**config.mk**
```make
export PLATFORM = sky130hd
export DESIGN_NAME = urdhva_mul
export DESIGN_NICKNAME = d
export VERILOG_FILES = /design/src/rtl/umul_pkg.sv /design/src/rtl/umul_cell2.sv /design/src/rtl/umul_cla.sv /design/src/rtl/umul_merge.sv /design/src/rtl/umul_node.sv /design/src/rtl/urdhva_mul.sv
export SDC_FILE = /design/constraint.sdc
export NUM_CORES = 1
export LEC_CHECK = 0
export ABC_AREA = 0
export ABC_CLOCK_PERIOD_IN_PS = 800
export BUFFER_PORTS_ARGS = -buffer_cell sky130_fd_sc_hd__buf_2
export CORE_ASPECT_RATIO = 1.5
export CORE_MARGIN = 1.5
export CORE_UTILIZATION = 55
export CTS_BUF_LIST = sky130_fd_sc_hd__clkbuf_8 sky130_fd_sc_hd__clkbuf_16
export DETAILED_ROUTE_END_ITERATION = 12
export PLACE_DENSITY = 0.9
export RECOVER_POWER = 50
export SYNTH_ARGS = -nofsm -noshare
export SYNTH_HDL_FRONTEND = slang
export SYNTH_SLANG_ARGS = --single-unit
```
**constraint.sdc**
```tcl
create_clock -name clk_i -period 0.8 [get_ports clk_i]
set_input_delay 0 -clock clk_i [delete_from_list [all_inputs] [get_ports clk_i]]
set_output_delay 0 -clock clk_i [all_outputs]
set_load 0.01 [all_outputs]
```
**src/rtl/umul_pkg.sv**
```systemverilog
package umul_pkg;
  localparam int unsigned CELL_W = 2;   // width of the leaf multiplier
  localparam int unsigned GRP_W  = 4;   // lookahead group size

  function automatic int unsigned prod_w(int unsigned w);
    return 2 * w;
  endfunction

  function automatic int unsigned grp_cnt(int unsigned w);
    return (w + GRP_W - 1) / GRP_W;
  endfunction
endpackage

```
**src/rtl/umul_cell2.sv**
```systemverilog
module umul_cell2 (
  input  logic [1:0] a_i,
  input  logic [1:0] b_i,
  output logic [3:0] p_o
);
  logic t_lo, t_x0, t_x1, t_hi, c_mid;

  always_comb begin
    t_lo   = a_i[0] & b_i[0];
    t_x0   = a_i[1] & b_i[0];
    t_x1   = a_i[0] & b_i[1];
    t_hi   = a_i[1] & b_i[1];
    c_mid  = t_x0 & t_x1;
    p_o[0] = t_lo;
    p_o[1] = t_x0 ^ t_x1;
    p_o[2] = t_hi ^ c_mid;
    p_o[3] = t_hi & c_mid;
  end
endmodule

```
**src/rtl/umul_cla.sv**
```systemverilog
// Two-level carry lookahead: group generate/propagate, then bit carries from group carry-in.
module umul_cla #(
  parameter int unsigned W = 8
) (
  input  logic [W-1:0] a_i,
  input  logic [W-1:0] b_i,
  output logic [W-1:0] s_o
);
  localparam int unsigned NG = umul_pkg::grp_cnt(W);
  localparam int unsigned WP = NG * umul_pkg::GRP_W;

  logic [WP-1:0] a_x, b_x, g, p, c, s;
  logic [NG-1:0] gg, gp, gc;

  assign a_x = WP'(a_i);
  assign b_x = WP'(b_i);
  assign g   = a_x & b_x;
  assign p   = a_x ^ b_x;

  for (genvar k = 0; k < NG; k++) begin : g_grp
    localparam int unsigned B = 4 * k;
    assign gg[k] = g[B+3] | (p[B+3] & g[B+2]) | (p[B+3] & p[B+2] & g[B+1])
                 | (p[B+3] & p[B+2] & p[B+1] & g[B]);
    assign gp[k] = &p[B+3:B];
    if (k == 0) begin : g_c0
      assign gc[k] = 1'b0;
    end else begin : g_cn
      assign gc[k] = gg[k-1] | (gp[k-1] & gc[k-1]);
    end
    assign c[B]   = gc[k];
    assign c[B+1] = g[B] | (p[B] & gc[k]);
    assign c[B+2] = g[B+1] | (p[B+1] & g[B]) | (p[B+1] & p[B] & gc[k]);
    assign c[B+3] = g[B+2] | (p[B+2] & g[B+1]) | (p[B+2] & p[B+1] & g[B])
                  | (p[B+2] & p[B+1] & p[B] & gc[k]);
  end

  assign s   = p ^ c;
  assign s_o = s[W-1:0];
endmodule

```
**src/rtl/umul_merge.sv**
```systemverilog
// Joins four H x H sub-products into one 2H x 2H product.
module umul_merge #(
  parameter int unsigned H = 2
) (
  input  logic [2*H-1:0] ll_i,
  input  logic [2*H-1:0] hl_i,
  input  logic [2*H-1:0] lh_i,
  input  logic [2*H-1:0] hh_i,
  output logic [4*H-1:0] p_o
);
  localparam int unsigned PW = 4 * H;

  logic [PW-1:0] mid, mid_sh, outer;

  // cross terms first; width PW so the carry is kept
  umul_cla #(.W(PW)) u_mid (
    .a_i (PW'(hl_i)),
    .b_i (PW'(lh_i)),
    .s_o (mid)
  );

  assign mid_sh = mid << H;
  assign outer  = {hh_i, ll_i};

  umul_cla #(.W(PW)) u_fin (
    .a_i (outer),
    .b_i (mid_sh),
    .s_o (p_o)
  );
endmodule

```
**src/rtl/umul_node.sv**
```systemverilog
module umul_node #(
  parameter int unsigned W = 8
) (
  input  logic [W-1:0]   a_i,
  input  logic [W-1:0]   b_i,
  output logic [2*W-1:0] p_o
);
  localparam int unsigned H = W / 2;

  if (W == umul_pkg::CELL_W) begin : g_leaf
    umul_cell2 u_cell (
      .a_i (a_i),
      .b_i (b_i),
      .p_o (p_o)
    );
  end else begin : g_split
    logic [W-1:0] p_ll, p_hl, p_lh, p_hh;

    umul_node #(.W(H)) u_ll (.a_i(a_i[H-1:0]), .b_i(b_i[H-1:0]), .p_o(p_ll));
    umul_node #(.W(H)) u_hl (.a_i(a_i[W-1:H]), .b_i(b_i[H-1:0]), .p_o(p_hl));
    umul_node #(.W(H)) u_lh (.a_i(a_i[H-1:0]), .b_i(b_i[W-1:H]), .p_o(p_lh));
    umul_node #(.W(H)) u_hh (.a_i(a_i[W-1:H]), .b_i(b_i[W-1:H]), .p_o(p_hh));

    umul_merge #(.H(H)) u_merge (
      .ll_i (p_ll),
      .hl_i (p_hl),
      .lh_i (p_lh),
      .hh_i (p_hh),
      .p_o  (p_o)
    );
  end
endmodule

```
**src/rtl/urdhva_mul.sv**
```systemverilog
module urdhva_mul #(
  parameter int unsigned WIDTH   = 8,
  parameter bit          REG_OUT = 1'b1
) (
  input  logic                   clk_i,
  input  logic                   rst_ni,
  input  logic [WIDTH-1:0]       a_i,
  input  logic [WIDTH-1:0]       b_i,
  output logic [2*WIDTH-1:0]     p_o
);
  localparam int unsigned PW = umul_pkg::prod_w(WIDTH);

  logic [PW-1:0] prod;

  umul_node #(.W(WIDTH)) u_tree (
    .a_i (a_i),
    .b_i (b_i),
    .p_o (prod)
  );

  if (REG_OUT) begin : g_reg
    logic [PW-1:0] prod_q;
    always_ff @(posedge clk_i or negedge rst_ni) begin
      if (!rst_ni) prod_q <= '0;
      else         prod_q <= prod;
    end
    assign p_o = prod_q;
  end else begin : g_comb
    assign p_o = rst_ni ? prod : '0;
  end
endmodule

```
==> flow_metrics.env <==
export IMPL_outcome="finished with violations"
export IMPL_violations="negative setup slack"
export IMPL_root_buffer="clkbuf_8"
export IMPL_vdd_ir_drop_max_mv=1.483
export IMPL_wirelength_um=10770
export IMPL_path_cells="buf_8 > and2_4 > ha_4 > fa_1 > inv_2 > fa_2 > inv_2 > fa_1 > ha_1 > or2_4 > a21oi_4 > a21oi_2 > nor2_1 > nor2_1 > ha_1 > nand2_2 > o32ai_4 > o2111ai_4 > and4b_1 > nor4_1 > o21ai_1"
export IMPL_grt_pass1_vias=3410
export IMPL_crit_slowest_cell="fa_1"
export IMPL_fp_dieW_um=63.38
export IMPL_dp_hpwl_um=6992
export IMPL_synthesis_area_um2=3008
export IMPL_stdcell_area_um2=4586
export IMPL_postSynthRegisterBits=16
export IMPL_grt_max_degree=17
export IMPL_antenna_found_initial=0
export IMPL_ys_types=30
export IMPL_period_share_pct=563.8
export IMPL_overflow=0
export IMPL_diodes=0
export IMPL_vias=2944
export IMPL_slew_viol_final=0
export IMPL_finalSetupViolCount=14
export IMPL_worst_slew_pin_slew_ns=0.5448
export IMPL_first_pass_iters=4
export IMPL_synth_edf_count=0
export IMPL_ys_async_sr_fraction_pct=100.0
export IMPL_placed_area_um2=4016
export IMPL_avgViaCountPerCell=5.784
export IMPL_track_usage_pct=35.29
export IMPL_clk_pin_slew_ns=0.07
export IMPL_setup_tns_ns=-35.28
export IMPL_critical_path_top_delay_family="adder cells"
export IMPL_combPwrFrac_pct=82.0
export IMPL_p_sw_mw=5.059
export IMPL_swShare_pct=45.45
export IMPL_wl_per_cell_um=21.15
export IMPL_final_cells=509
export IMPL_core_area_um2=5205
export IMPL_cp_arrival_ns=4.64
export IMPL_syn_area_per_cell_um2=9.549
export IMPL_slew_headroom_pct=63.40
export IMPL_cp_end_kind="flip-flop"
export IMPL_worstPathRequired_ns=0.93
export IMPL_tritoncts="done"
export IMPL_synth_most_common_cell="ha_1"
export IMPL_io_pins=34
export IMPL_crit_buf_inv=3
export IMPL_synth_cells=315
export IMPL_nets=558
export IMPL_fmax_mhz=221.7
export IMPL_setup_ws_ns=-3.711
export IMPL_hold_depth=3
export IMPL_worst_path_max_fanout=4
export IMPL_synth_seq_area_share_pct=13.31
export IMPL_hold_viol_final=0
export IMPL_synth_top_area_share_pct=33.69
export IMPL_max_stage_delay_ns=0.55
export IMPL_maxCapViolCount=0
export IMPL_rsz0062_at_grt="true"
export IMPL_place_congestion=0.9142
export IMPL_power_frac_clock_pct=6.7
export IMPL_ys_flop_type="dfrtp_1"
export IMPL_initial_core_util_pct=57.79
export IMPL_cts_htree_levels=1
export IMPL_critical_path_depth=21
export IMPL_whs_ns=0.1190
export IMPL_min_delay_path_class="in2reg"
export IMPL_syn2layout_area_growth_pct=52.45
export IMPL_pwr_share_seq_pct=11.3
export IMPL_startpoint_type="input pin"
export IMPL_clk_path_buf_depth=2
export IMPL_power_density_nw_per_um2=2428
export IMPL_syn_nets=431
export IMPL_synth_area_leaders="ha_1, dfrtp_1, and2_1"
export IMPL_synth_area_leader_cell="ha_1"
export IMPL_placed_cells=482
export IMPL_cts_sinks=16
export IMPL_portBuffers=33
export IMPL_period_needed_ns=4.511
export IMPL_synth_top_cells_by_count="ha_1, and2_1, inv_1"
export IMPL_drt_iter0_markers=142
export IMPL_grt_pass1_wl_um=16060
export IMPL_nFillCells=236
export IMPL_yosysWarnings=0
export IMPL_cts_buffers_inserted=3
export IMPL_leakage_nw=2.399
export IMPL_antenna_left=0
export IMPL_dieArea_um2=5930
export IMPL_crit_type="in2reg"
export IMPL_largest_reg_flops=16
export IMPL_rows=32
export IMPL_pre_cts_ws_ns=-3.920
export IMPL_layout_drive_gt1_share_pct=47.85
export IMPL_die_h_um=93.57
export IMPL_internal_power_mw=6.073
export IMPL_drc=0
[placed cells by master (no fill, tap or decap), types with 15 or more instances in the layout]
master | synthesis | final
buf_6 | 0 | 22
buf_4 | 0 | 73
buf_2 | 0 | 20
inv_1 | 37 | 28
dfrtp_1 | 16 | 16
ha_4 | 0 | 18
and2_1 | 62 | 45
xnor2_1 | 17 | 15
ha_1 | 81 | 60
and2_4 | 0 | 17
[routing by layer]
layer / track usage (%) / share of wire [%] / up-vias
met5: 0 / 0 / -
met4: 25.00 / 7.5 / 0
met3: 4.934 / 3.4 / 72
met2: 67.19 / 53 / 124
met1: 33.94 / 36 / 1434
li1: - / - / 1314
[power by group through the flow]
stage                     Clock (mW)  Combinational [mW]  Sequential [mW]
after floorplan                    0                3.85             1.46
after CTS                      0.712                7.75             1.25
after detailed placement           0                6.58             1.26
after global routing           0.752                9.62             1.28
final                          0.747                9.13             1.26
after global placement             0                6.00             1.25
[cells by family after synthesis]
kind of cell,synth area share (%)
flops,13.31
fa+ha+maj,45.01
simple gates,18.43
xor+xnor,8.153
buf+inv,4.617
compound gates,10.48
[path summary, 6_finish.rpt]
kind / startpoint / endpoint / slack (ns)
setup / recovery: b_i[0] / p_o[15] / -3.71
min in group asynchronous: rst_ni / p_o[9] / 0.20
max in group asynchronous: rst_ni / p_o[11] / 0.30
hold / removal: a_i[0] / p_o[0] / 0.12
[what timing repair did]
item,in CTS,in global routing
resized for setup,62,21
endpoints found under the hold margin,16,0
buffers inserted,18,12
hold buffers,1,0
pin swaps,64,43
endpoints found under the setup margin,14,14
[final cells by class]
cell class	count	area (um^2)	area share (%)
multi-input combinational	262	2933	63.96
timing repair buffer	122	968.4	21.12
sequential	16	400.4	8.731
inverter	37	143.9	3.138
tap	68	85.08	1.855
clock buffer	4	55.05	1.201
[stage by stage]
| step | utilization [%] | power [mW] |
|---|---|---|
| 4_1_cts | 86.18 | 9.712 |
| 3_5_place_dp | 77.16 | 7.847 |
| 6_report | 88.10 | 11.13 |
| 2_1_floorplan | - | 5.311 |
| 5_1_grt | 88.10 | 11.65 |
| 3_3_place_gp | 77.16 | 7.258 |
No activity file was read; power rests on OpenSTA's default activity.
